===== config.mk =====
export PLATFORM = sky130hd
export DESIGN_NAME = spi_attr_master
export DESIGN_NICKNAME = d
export VERILOG_FILES = /design/src/rtl/spi_attr_pkg.sv /design/src/rtl/spi_attr_bank.sv /design/src/rtl/spi_xfer_counter.sv /design/src/rtl/spi_frame_engine.sv /design/src/rtl/spi_attr_master.sv
export SDC_FILE = /design/constraint.sdc
export NUM_CORES = 1
export LEC_CHECK = 0
export ABC_AREA = 1
export BUFFER_PORTS_ARGS = -buffer_cell sky130_fd_sc_hd__buf_2
export CAP_MARGIN = 0
export CORE_ASPECT_RATIO = 1.4
export CORE_MARGIN = 3
export CORE_UTILIZATION = 49
export DETAILED_ROUTE_END_ITERATION = 16
export GPL_TIMING_DRIVEN = 0
export PLACE_DENSITY = 0.69
export REMOVE_ABC_BUFFERS = 1
export SLEW_MARGIN = 0
export SYNTH_ARGS = -nofsm -noshare
export SYNTH_HDL_FRONTEND = slang
export SYNTH_SLANG_ARGS = --single-unit

===== constraint.sdc =====
create_clock -name clk -period 6.7 [get_ports clk]
set_input_delay 0.335 -clock clk [delete_from_list [all_inputs] [get_ports clk]]
set_output_delay 0.335 -clock clk [all_outputs]
set_load 0.005 [all_outputs]

===== src/rtl/spi_attr_pkg.sv =====
package spi_attr_pkg;
  parameter int DW     = 16;
  parameter int FSZ_W  = $clog2(DW);
  parameter int BAUD_W = 4;
  parameter int DLY_W  = 4;
  parameter int CNT_W  = 16;
  parameter int N_SETS = 2;
  parameter int SEL_W  = $clog2(N_SETS);
  parameter int REG_AW = $clog2(N_SETS + 1);
  parameter int ATTR_W = FSZ_W + 3 + BAUD_W + 3 * DLY_W;

  typedef struct packed {
    logic [DLY_W-1:0]  dt;
    logic [DLY_W-1:0]  asc;
    logic [DLY_W-1:0]  cssck;
    logic [BAUD_W-1:0] baud;
    logic              lsbf;
    logic              cpha;
    logic              cpol;
    logic [FSZ_W-1:0]  fsz;
  } attr_t;

  localparam attr_t ATTR_RST = '{dt: '0, asc: '0, cssck: '0, baud: '0,
                                 lsbf: 1'b0, cpha: 1'b0, cpol: 1'b0, fsz: '1};

  typedef enum logic [2:0] {ST_IDLE, ST_LEAD, ST_SHIFT, ST_TRAIL, ST_GAP} eng_st_t;

  // position in the data word of the j-th bit on the wire
  function automatic logic [FSZ_W-1:0] bit_pos(attr_t a, logic [FSZ_W-1:0] j);
    return a.lsbf ? j : a.fsz - j;
  endfunction
endpackage


===== src/rtl/spi_attr_bank.sv =====
module spi_attr_bank
  import spi_attr_pkg::*;
(
  input  logic             clk,
  input  logic             rst,
  input  logic             wr_en,
  input  logic             lock,
  input  logic [SEL_W-1:0] wr_idx,
  input  attr_t            wr_data,
  output attr_t            sets [N_SETS]
);
  for (genvar g = 0; g < N_SETS; g++) begin : g_set
    always_ff @(posedge clk) begin
      if (rst)
        sets[g] <= ATTR_RST;
      else if (wr_en && !lock && wr_idx == SEL_W'(g))
        sets[g] <= wr_data;
    end
  end
endmodule


===== src/rtl/spi_xfer_counter.sv =====
module spi_xfer_counter
  import spi_attr_pkg::*;
(
  input  logic             clk,
  input  logic             rst,
  input  logic             preset_en,
  input  logic [CNT_W-1:0] preset_val,
  input  logic             clr,
  input  logic             inc,
  output logic [CNT_W-1:0] cnt
);
  always_ff @(posedge clk) begin
    if (rst)            cnt <= '0;
    else if (preset_en) cnt <= preset_val;
    else if (clr)       cnt <= inc ? CNT_W'(1) : '0;
    else if (inc)       cnt <= cnt + 1'b1;
  end
endmodule


===== src/rtl/spi_frame_engine.sv =====
module spi_frame_engine
  import spi_attr_pkg::*;
(
  input  logic          clk,
  input  logic          rst,
  input  logic          tx_empty,
  input  logic          rx_full,
  input  logic          tx_clr,
  input  logic [DW-1:0] tx_data,
  input  attr_t         attr_in,
  input  logic          miso,
  output logic          tx_pop,
  output logic          rx_push,
  output logic [DW-1:0] rx_data,
  output logic          sclk,
  output logic          mosi,
  output logic          cs_n,
  output logic          busy,
  output logic          clr_pulse,
  output logic          last_bit
);
  localparam int EW = FSZ_W + 1;

  eng_st_t           st;
  attr_t             at;
  logic [DW-1:0]     txw, rxw;
  logic [FSZ_W-1:0]  k;
  logic [EW-1:0]     e;
  logic [BAUD_W-1:0] hc;
  logic [DLY_W-1:0]  dc;

  assign busy = (st != ST_IDLE);

  always_ff @(posedge clk) begin
    if (rst) begin
      st <= ST_IDLE; at <= ATTR_RST; txw <= '0; rxw <= '0;
      k <= '0; e <= '0; hc <= '0; dc <= '0;
      tx_pop <= 1'b0; rx_push <= 1'b0; rx_data <= '0;
      sclk <= 1'b0; mosi <= 1'b0; cs_n <= 1'b1;
      clr_pulse <= 1'b0; last_bit <= 1'b0;
    end else begin
      tx_pop <= 1'b0; rx_push <= 1'b0; clr_pulse <= 1'b0; last_bit <= 1'b0;
      case (st)
        ST_IDLE: if (!tx_empty && !rx_full) begin
          tx_pop <= 1'b1; clr_pulse <= tx_clr;
          at <= attr_in; txw <= tx_data; rxw <= '0;
          k <= '0; e <= '0; hc <= '0; dc <= attr_in.cssck;
          cs_n <= 1'b0; sclk <= attr_in.cpol;
          mosi <= attr_in.cpha ? 1'b0 : tx_data[bit_pos(attr_in, '0)];
          st <= ST_LEAD;
        end
        ST_LEAD: if (dc == '0) st <= ST_SHIFT; else dc <= dc - 1'b1;
        ST_SHIFT: if (hc == at.baud) begin
          hc <= '0; sclk <= ~sclk; e <= e + 1'b1;
          if (!e[0]) begin                       // leading edge
            if (!at.cpha) rxw[bit_pos(at, k)] <= miso;
            else          mosi <= txw[bit_pos(at, k)];
          end else begin                         // trailing edge
            if (!at.cpha) begin
              if (k != at.fsz) mosi <= txw[bit_pos(at, k + 1'b1)];
            end else rxw[bit_pos(at, k)] <= miso;
            k <= k + 1'b1;
          end
          if (e == {at.fsz, 1'b1}) begin
            last_bit <= 1'b1; dc <= at.asc; st <= ST_TRAIL;
          end
        end else hc <= hc + 1'b1;
        ST_TRAIL: if (dc == '0) begin
          cs_n <= 1'b1; rx_push <= 1'b1; rx_data <= rxw;
          dc <= at.dt; st <= ST_GAP;
        end else dc <= dc - 1'b1;
        ST_GAP: if (dc == '0) st <= ST_IDLE; else dc <= dc - 1'b1;
        default: st <= ST_IDLE;
      endcase
    end
  end
endmodule


===== src/rtl/spi_attr_master.sv =====
module spi_attr_master
  import spi_attr_pkg::*;
(
  input  logic              clk,
  input  logic              rst,
  input  logic              reg_wr,
  input  logic [REG_AW-1:0] reg_addr,
  input  logic [ATTR_W-1:0] reg_wdata,
  input  logic              tx_empty,
  input  logic [SEL_W-1:0]  tx_sel,
  input  logic              tx_clr,
  input  logic [DW-1:0]     tx_data,
  output logic              tx_pop,
  input  logic              rx_full,
  output logic              rx_push,
  output logic [DW-1:0]     rx_data,
  output logic              sclk,
  output logic              mosi,
  input  logic              miso,
  output logic              cs_n,
  output logic [CNT_W-1:0]  xfer_cnt
);
  attr_t                    sets [N_SETS];
  attr_t [N_SETS-1:0]       sets_flat;
  logic                     attr_wr, cnt_wr, eng_busy, cnt_clr, cnt_inc;

  assign attr_wr = reg_wr && (reg_addr < REG_AW'(N_SETS));
  assign cnt_wr  = reg_wr && (reg_addr == REG_AW'(N_SETS));

  for (genvar g = 0; g < N_SETS; g++) begin : g_flat
    assign sets_flat[g] = sets[g];
  end

  spi_attr_bank u_bank (
    .clk(clk), .rst(rst), .wr_en(attr_wr), .lock(eng_busy),
    .wr_idx(reg_addr[SEL_W-1:0]), .wr_data(attr_t'(reg_wdata)), .sets(sets)
  );

  spi_frame_engine u_eng (
    .clk(clk), .rst(rst), .tx_empty(tx_empty), .rx_full(rx_full),
    .tx_clr(tx_clr), .tx_data(tx_data), .attr_in(sets[tx_sel]), .miso(miso),
    .tx_pop(tx_pop), .rx_push(rx_push), .rx_data(rx_data),
    .sclk(sclk), .mosi(mosi), .cs_n(cs_n), .busy(eng_busy),
    .clr_pulse(cnt_clr), .last_bit(cnt_inc)
  );

  spi_xfer_counter u_cnt (
    .clk(clk), .rst(rst), .preset_en(cnt_wr),
    .preset_val(reg_wdata[CNT_W-1:0]), .clr(cnt_clr), .inc(cnt_inc),
    .cnt(xfer_cnt)
  );
endmodule


# After elaboration in Yosys (flattened, before gate mapping)
# Index checks and enable logic that the tools add are counted.
[word_totals]
ff_bits = 155
in_bits = 49
output_inout_bits = 37
wordCells = 176
[op_classes]
n_mux = 64
order_cmp = 6
bitwise_logic = 8
n_eq_ne = 21
add_sub_neg = 7
reduce_logical = 32
[ops]
columns = ["op", "n"]
rows = [
  ["16-bit two-way mux", 8],
  ["23-bit two-way mux", 3],
  ["4-bit two-way mux", 12],
  ["16-bit case mux with 2 select lines", 1],
  ["1-bit two-way mux", 19],
  ["3-bit two-way mux", 6],
  ["16-bit by 1-bit adder with 16-bit output (second input constant)", 1],
  ["16-bit bitwise mux", 1],
  ["4-bit case mux with 2 select lines", 2],
  ["4-bit case mux with 4 select lines", 1],
  ["4-bit by 5-bit less-than comparator with 1-bit output (second input constant)", 3],
  ["3-bit case mux with 5 select lines", 1],
  ["2-bit by 1-bit != test with 1-bit output (second input constant)", 7],
  ["1-bit binary-select mux with 4-bit select", 3],
  ["6-bit AND reduction", 2],
  ["5-bit two-way mux", 2],
  ["5-bit case mux with 2 select lines", 1],
  ["5-bit AND reduction", 2],
  ["4-bit by 1-bit adder with 4-bit output (second input constant)", 2],
  ["4-bit subtractor", 2],
  ["1-bit logical AND", 7],
  ["1-bit NOT", 7],
  ["3-bit by 2-bit == test with 1-bit output (second input constant)", 2],
  ["3-bit by 1-bit != test with 1-bit output (second input constant)", 2],
  ["other kinds (28)", 41],
]

# Logic depth before layout (Yosys ltp)
# Gate-level depths: netlist (run 1).
[logic_depth]
word_depth = 11
ltp_mapped = 17
depth_no_buf = 17

# Modules after synthesis
# From an unflattened synthesis (run 1), not the netlist that was laid out.
[hier_totals]
hier_cells = 1281
area_unflattened_um2 = 8361.8
[by_module_without_submodules]
columns = ["mod", "n_inst", "area_each_um2", "cells_each"]
rows = [
  ["spi_frame_engine", 1, 5116.2, 763],
  ["spi_attr_bank", 1, 1865.5, 278],
  ["spi_xfer_counter", 1, 1064.8, 162],
  ["spi_attr_master", 1, 315.3, 78],
]

# Worst setup path after synthesis (run 1)
# OpenSTA, ideal clock, no wires.
[synth_path]
path_type = "register -> register"
startpoint = "register u_eng.k[0]"
endpoint = "register u_eng.mosi"
required_time_ns = 6.636
slack_ns = 4.588
n_path_buf = 0
stages_incl_launch_ff = 14
synth_period_minus_slack_ns = 2.112
t_arrival_ns = 2.048
cell_sequence = "dfxtp_1 > ha_1 > fa_1 > o21ai_2 > inv_1 > a21oi_1 > o21ai_1 > nand2_1 > nand2_1 > o21ai_1 > nor2_1 > nor2_1 > nor2_1 > nor2_1"
[synth_via]
elab_chain_cells = 10
elab_cells_between_ends = 18
cone_classes = "add/sub (3); eq/ne (2); mux (12); reduce/logical (1)"
[synth_rtl]
columns = ["item", "line_no", "rtl"]
rows = [
  ["from (decl)", "spi_frame_engine.sv:27", "logic [FSZ_W-1:0] k;"],
  ["from (signal assigned)", "spi_frame_engine.sv:62", "k <= k + 1'b1;"],
  ["4-bit by 1-bit adder with 4-bit output", "spi_frame_engine.sv:60", "if (k != at.fsz) mosi <= txw[bit_pos(at, k + 1'b1)];"],
  ["4-bit subtractor", "spi_attr_pkg.sv:30", "return a.lsbf ? j : a.fsz - j;"],
  ["4-bit two-way mux", "spi_attr_pkg.sv:30", ""],
  ["1-bit binary-select mux with 4-bit select", "spi_frame_engine.sv:60", ""],
  ["1-bit two-way mux (implied by the code)", "spi_frame_engine.sv:60", ""],
  ["1-bit two-way mux", "spi_frame_engine.sv:60", ""],
  ["1-bit two-way mux", "spi_frame_engine.sv:59", "if (!at.cpha) begin"],
  ["1-bit two-way mux", "spi_frame_engine.sv:55", "if (!e[0]) begin"],
  ["1-bit two-way mux", "spi_frame_engine.sv:53", "ST_SHIFT: if (hc == at.baud) begin"],
  ["1-bit case mux with 2 select lines", "spi_frame_engine.sv:43", "case (st)"],
  ["to (signal assigned)", "spi_frame_engine.sv:49", "mosi <= attr_in.cpha ? 1'b0 : tx_data[bit_pos(attr_in, '0)];"],
  ["to (signal assigned)", "spi_frame_engine.sv:57", "else mosi <= txw[bit_pos(at, k)];"],
  ["to (signal assigned)", "spi_frame_engine.sv:60", ""],
  ["to (decl)", "spi_frame_engine.sv:16", "output logic mosi,"],
]
# Several ways; a longest one is shown, not always the timed one. The select of a mux whose other input is x is not followed.
# A chain may end at the register's enable or synchronous reset.

==> results of run 1 <==
-- worst max-delay path, delay by kind of cell --
family | cells | cell delay (ns)
and+or+nand+nor | 1 | 0.96
AOI/OAI and AO/OA | 1 | 0.27
buffers and inverters | 3 | 2.31
-- area by class of cell --
class	count	area (um^2)	area share, %
clock inverter	11	95.1	1.10
tap	192	240	2.78
inverter	110	422	4.87
multi-input combinational	797	3910	45.1
clock buffer	21	460	5.32
sequential	155	3100	35.9
timing repair buffer	85	425	4.92
-- path summary, 6_finish.rpt --
check | from | endpoint | slack [ns] | depth (start not counted)
max reg2reg | u_eng.k[0] | u_eng.mosi | 4.16 | 14
max | rst | u_eng.txw[11] | 3.11 | 5
min | tx_clr | u_eng.clr_pulse | 0.12 | 3
min reg2reg | u_bank.sets[11] | u_bank.sets[11] | 0.45 | 2
-- metal layers --
metal / wire [um] / track usage [%] / vias to the layer above
li1: - / - / 3744
met1: 8340 / 26.6 / 3247
met2: 9500 / 40.2 / 148
met3: 704 / 4.25 / 29
met4: 409 / 8.41 / 0
met5: 0 / 0 / -
-- sequential cells by signal (all words and copies together) (netlist names), 5 cells and up --
register and cells:
u_eng.rxw 16, u_cnt.cnt 16, u_eng.txw 16, u_bank.sets 46, u_eng.at 18, u_eng.rx_data 16, u_eng.e 5
-- stage by stage --
step           setup WS, ns  cell area, um^2  cells  power (mW)
4_1_cts                3.00             8650   1371        2.68
6_report               3.11             8650   1371        2.66
3_3_place_gp           1.50             8090   1339        1.76
3_5_place_dp           2.56             8100   1339        1.77
5_1_grt                2.72             8650   1371        2.83
2_1_floorplan          4.51             7430   1062        1.56
-- power breakdown --
part	total (mW)	internal, mW	switching, mW
clock network	0.910	0.528	0.382
logic	0.669	0.219	0.450
registers	1.08	1.02	0.0599
-- Yosys cell counts (3+ instances only) --
cell / count
nand2_1: 312
dfxtp_1: 155
o21ai_0: 106
nor2_1: 92
inv_1: 91
a21oi_1: 83
nand3_1: 61
clkbuf_1: 27
o21ai_1: 23
inv_2: 14
ha_1: 12
xor2_1: 11
a21oi_2: 10
a31oi_1: 10
buf_2: 10
a22oi_1: 8
nand4_1: 7
nand2_2: 6
nor3_1: 5
o211ai_1: 5
o22ai_1: 5
xnor2_1: 5
a22o_1: 4
nor2_2: 4
a211oi_1: 3
buf_4: 3
inv_4: 3
o32ai_1: 3
-- kinds of logic (layout without fill, tap and decap cells) --
family | count (synthesis) | in the layout
and+or+nand+nor | 500 | 500
AOI/OAI and AO/OA | 265 | 265
DFF | 155 | 155
buffers and inverters | 153 | 227
xor gates and xnor gates | 16 | 16
adders and majority gates | 14 | 14
muxes | 2 | 2
==> metrics.md, run 1 <==
| Metric | Value |
|---|---|
| Post-synthesis xor/xnor area fraction | `1.84%` |
| Clock Skews | `0.00611 ns` |
| Multiplexer share of the synthesized area | `0.263%` |
| Critical-path maximum fanout | `64` |
| IO Port Bufs | `85` |
| Diode count | `0` |
| Wirelength, routed | `between 15 and 20 mm` |
| Syn avg cell area | `6.90 um^2` |
| # clock sinks | `roughly 160` |
| Area leader, netlist | `dfxtp_1` |
| Die Height | `154 um` |
| CTS Buf Count | `17` |
| Fillcell total | `1510` |
| Drt via density | `5.23` |
| Post-route minimum period | `3.59 ns` |
| Initial DRC Count | `408` |
| Pins Over Slew Limit | `0` |
| Fin util | `a little under three fifths` |
| DR DRC count | `0` |
| CP peak stage delay | `1.08 ns` |
| Router iterations before antenna repair | `5` |
| Critical Path, Cell by Cell | `buf_2, clkinv_2, nand2_1, inv_2, a22o_1` |
| Root Driver | `clkbuf_16` |
| Ys Warns | `0` |
| Final hold vios | `0` |
| Crit end category | `flop` |
| CTS tree | `built` |
| Synth Area in Compound Gates | `19.2%` |
| Post-synthesis simple-gate area fraction | `27.3%` |
| Core area | `0.0151 mm^2` |
| Setup tns final | `0 ns` |
| Seq/Total Area, Yosys | `about two fifths` |
| Max-slew headroom | `16.5%` |
| Initial antenna violation count | `0` |
| Cts hold-fix bufs | `0` |
| Crit path DAT | `just under 4 ns` |
| Cts repair resizes | `0` |
| Worst-Skew Late Latency | `0.42 ns` |
| Congestion Overflow GR | `0` |
| PD cells | `307 mW/mm^2` |
| Netlist cell types | `45` |
| Layout cells sized above 1 | `between 10% and 20%` |
| Peak VDD IR | `0.222 mV` |
| Critical-path top delay cell | `clkinv_2` |
| Static Leak | `3.66 nW` |
| Number of global-route vias before repair | `approximately 6600` |
| All-Layer GR Usage | `about 22%` |
| Fin nets | `1229` |
| First-pass GRT wire length | `31.7 mm` |
| Die footprint | `0.0171 mm^2` |
| Final period util | `53.7%` |
| EDFF count, synth | `0` |
| CP startpoint kind | `primary input` |
| Area share of fa/ha/maj cells after synthesis | `2.49%` |
| Setup violators final | `0` |
| Reg clk slew, reported paths | `0.06 ns` |
| Ys flop type | `dfxtp_1` |
| Critical path class | `primary input to flop` |
| Fmax | `278 MHz` |
| Commonest non-fill, non-tap cell in the layout | `nand2_1` |
| Setup repair bufs after CTS | `0` |
| Commonest non-fill, non-tap cells in the layout | `nand2_1, dfxtp_1, o21ai_0, inv_1, nor2_1` |
| Worst min-delay path class | `primary input to flop` |
| Worst Max-Slew Pin Slew | `1.25 ns` |
| FFs w/ async S/R, synth | `0%` |
| Post-synthesis instance total | `1105` |
| DP HPWL | `13.3 mm` |
| #FFs+latches synth | `around 160` |
| RSZ-0062 raised after global routing | `no` |
| MaxCap Viol Count | `0` |
| Syn Std Cell Area | `about 0.0076 mm^2` |
| Req. time, crit path | `7.02 ns` |
| WL per Instance | `13.8 um` |
| Synth-to-layout area growth | `13.4%` |
| Initial Util | `50.4%` |
| Pin count of the biggest net entering global routing | `65` |
| Share of the synthesized area in the top cell type | `approximately 41%` |
| Worst hold slack | `about 0.12 ns` |
| Die X | `111 um` |
| Placer Congestion | `0.899` |
| Num ports | `86` |
| Area contributors post-synth | `dfxtp_1, nand2_1, o21ai_0, a21oi_1, nor2_1` |
| # H-tree levels | `4` |
| Status | `finished, final reports clean` |
| # rows | `53` |
| Final antenna-violating net count | `0` |
| Combinational family with the most area after synthesis | `simple AND/OR/NAND/NOR gates` |
| CTS max path bufs | `2` |
| DR vias | `7168` |
No activity file was read; power rests on OpenSTA's default activity.
==> inputs of run 2 (changes only) <==
PLACE_DENSITY = 0.71   (was 0.69)
clock period = 3.1 ns   (was 6.7 ns; I/O delays follow)
==> run 2 against run 1 <==
- routed wire length is 4.0% higher
- critical endpoint is now u_eng.mosi
- clock skew grew 0.0044 ns
- largest power group unchanged
- cell area rose by 4.9%
==> metrics.md, run 2 (synthesis results as in run 1) <==
| Metric | Value |
|---|---|
| Critical-path top delay cell | `dfxtp_1` |
| Num ports | `86 (unchanged)` |
| Setup repair bufs after CTS | `0 (unchanged)` |
| Peak VDD IR | `0.483 mV (+120%)` |
| Top reg by flops | `u_bank.sets` |
| Largest registers | `u_bank.sets (46), u_eng.at (18)` |
| Worst r2r src | `u_eng.k[0]` |
| Crit path DAT | `2.81 ns (-1.10 ns)` |
| Hold path depth | `3 (unchanged)` |
| DP HPWL | `13.3 mm (-0.29%)` |
| IO Port Bufs | `85 (unchanged)` |
| # rows | `53 (unchanged)` |
| Commonest non-fill, non-tap cell in the layout | `nand2_1` |
| DR DRC count | `0 (unchanged)` |
| Synth-to-layout area growth | `19.0%` |
| Pin count of the biggest net entering global routing | `65 (unchanged)` |
| Root Driver | `clkbuf_16` |
| Die Height | `154 um (unchanged)` |
| Max-slew headroom | `22.2% (+5.7 points)` |
| CTS max path bufs | `2 (unchanged)` |
| MaxCap Viol Count | `0 (unchanged)` |
| Die X | `111 um (unchanged)` |
| Commonest non-fill, non-tap cells in the layout | `nand2_1, dfxtp_1, o21ai_0, nor2_1, inv_1` |
| Reg clk slew, reported paths | `0.06 ns (about the same)` |
| Worst-Skew Late Latency | `0.43 ns (about the same)` |
| Crit end category | `flop` |
| Static Leak | `3.84 nW (+4.9%)` |
| R2R cell count | `16 (+2)` |
| Diode count | `0 (unchanged)` |
| Initial Util | `50.4% (unchanged)` |
| Drt via density | `5.23 (about the same)` |
| Clock Skews | `0.0105 ns (+0.00441 ns)` |
| WL per Instance | `14.0 um (+1.1%)` |
| Req. time, crit path | `3.42 ns (-3.60 ns)` |
| PD cells | `644 mW/mm^2 (+110%)` |
| Fin util | `60.0% (+2.8 points)` |
| Worst Max-Slew Pin Slew | `1.16 ns (-0.0886 ns)` |
| RSZ-0062 raised after global routing | `no` |
| Die footprint | `0.0171 mm^2 (unchanged)` |
| Fmax | `402 MHz` |
| DR vias | `7384 (+3.0%)` |
| Pins Over Slew Limit | `0 (unchanged)` |
| Status | `finished, final reports clean` |
| CTS Buf Count | `17 (unchanged)` |
| All-Layer GR Usage | `23.5% (+1.0 points)` |
| CP startpoint kind | `flop` |
| Layout cells sized above 1 | `13.6% (-0.38 points)` |
| Router iterations before antenna repair | `5 (unchanged)` |
| Critical-path maximum fanout | `7 (-89%)` |
| Post-route minimum period | `2.49 ns` |
| Initial antenna violation count | `0 (unchanged)` |
| CP peak stage delay | `0.48 ns (-0.60 ns)` |
| CTS tree | `built` |
| Wirelength, routed | `19.7 mm (+4.0%)` |
| Setup violators final | `0 (unchanged)` |
| Crit path from | `u_eng.k[0]` |
| Worst Hold Launch | `reg_wdata[6]` |
| Core area | `0.0151 mm^2 (unchanged)` |
| Largest register FFs | `46 (unchanged)` |
| # clock sinks | `155 (unchanged)` |
| Area of all placed cells without fillers | `0.00907 mm^2 (+4.9%)` |
| # H-tree levels | `4 (unchanged)` |
| Critical path class | `flop to flop` |
| Dpl cell area | `0.00810 mm^2 (+0.11%)` |
| Congestion Overflow GR | `0 (unchanged)` |
| Fin nets | `1269 (+3.3%)` |
| First-pass GRT wire length | `33.2 mm (+4.7%)` |
| Final antenna-violating net count | `0 (unchanged)` |
| Final hold vios | `0 (unchanged)` |
| Placer Congestion | `0.895 (-0.43%)` |
| Critical Path Most Common Cell | `nand2_1` |
| Critical Path, Cell by Cell | `ha_1, inv_1, fa_1, inv_1, o21ai_2, inv_1, nand2_1, nand2_1, nand2_1, nand2_1, nand2_1, nand2_1, nand2_1, nand3_1, nor2_1, nor2_1` |
| Number of global-route vias before repair | `7062 (+6.7%)` |
| Worst min-delay path class | `primary input to flop` |
| Final period util | `80.3%` |
| Initial DRC Count | `379 (-7.1%)` |
[run 2: cell type report]
cell class	instances	area [um^2]
clock buffer	22	484
clock inverter	10	90.1
fill	1453	6040
inverter	110	425
multi-input combinational	797	3900
sequential	155	3100
tap	192	240
timing repair buffer	125	830
[run 2: what timing repair did]
item,4_1_cts,5_1_grt
gates resized for setup,1,1
hold buffers,39,0
endpoints found under the setup margin,17,17
endpoints found under the hold margin,49,0
[run 2: worst paths after layout]
| check | end | slack [ns] |
|---|---|---|
| setup / recovery | u_eng.mosi | 0.61 |
| hold reg to reg | u_bank.sets[11] | 0.45 |
| hold / removal | u_cnt.cnt[6] | 0.03 |
| setup reg to reg | u_eng.mosi | 0.61 |
[run 2: critical path, delay by kind of cell, from the launching register on]
family                     cells  cell delay, ns
adders and majority gates      2            0.67
AOI/OAI and AO/OA              1            0.27
DFF                            1            0.48
and+or+nand+nor               10            0.68
buffers and inverters          3            0.28
[run 2: layer usage]
layer	routed length, um	vias to the layer above	global-route usage, %
li1	-	3818	-
met1	8340	3364	26.5
met2	10200	161	43.1
met3	723	41	4.88
met4	472	0	9.33
met5	0	-	0
[run 2: power breakdown]
part / total [mW] / leakage [nW] / internal (mW) / switching (mW)
logic: 1.50 / 2.30 / 0.509 / 0.989
clock network: 2.02 / 0.278 / 1.19 / 0.830
registers: 2.33 / 1.26 / 2.20 / 0.130
total: 5.84 / 3.84 / 3.90 / 1.95
[run 2: per-stage QoR]
| step | total power, mW | cells | setup TNS (ns) | hold WS (ns) | setup slack [ns] |
|---|---|---|---|---|---|
| CTS | 5.87 | 1411 | 0 | 0.0244 | 0.136 |
| global route | 6.20 | 1411 | 0 | 0.0610 | 0.375 |
| detailed placement | 3.82 | 1340 | -21.55 | 0.380 | -0.835 |
| global placement | 3.80 | 1339 | -93.30 | 0.381 | -1.97 |
| finish | 5.84 | 1411 | 0 | 0.0341 | 0.610 |
| floorplan | 3.38 | 1062 | 0 | 0.217 | 0.982 |
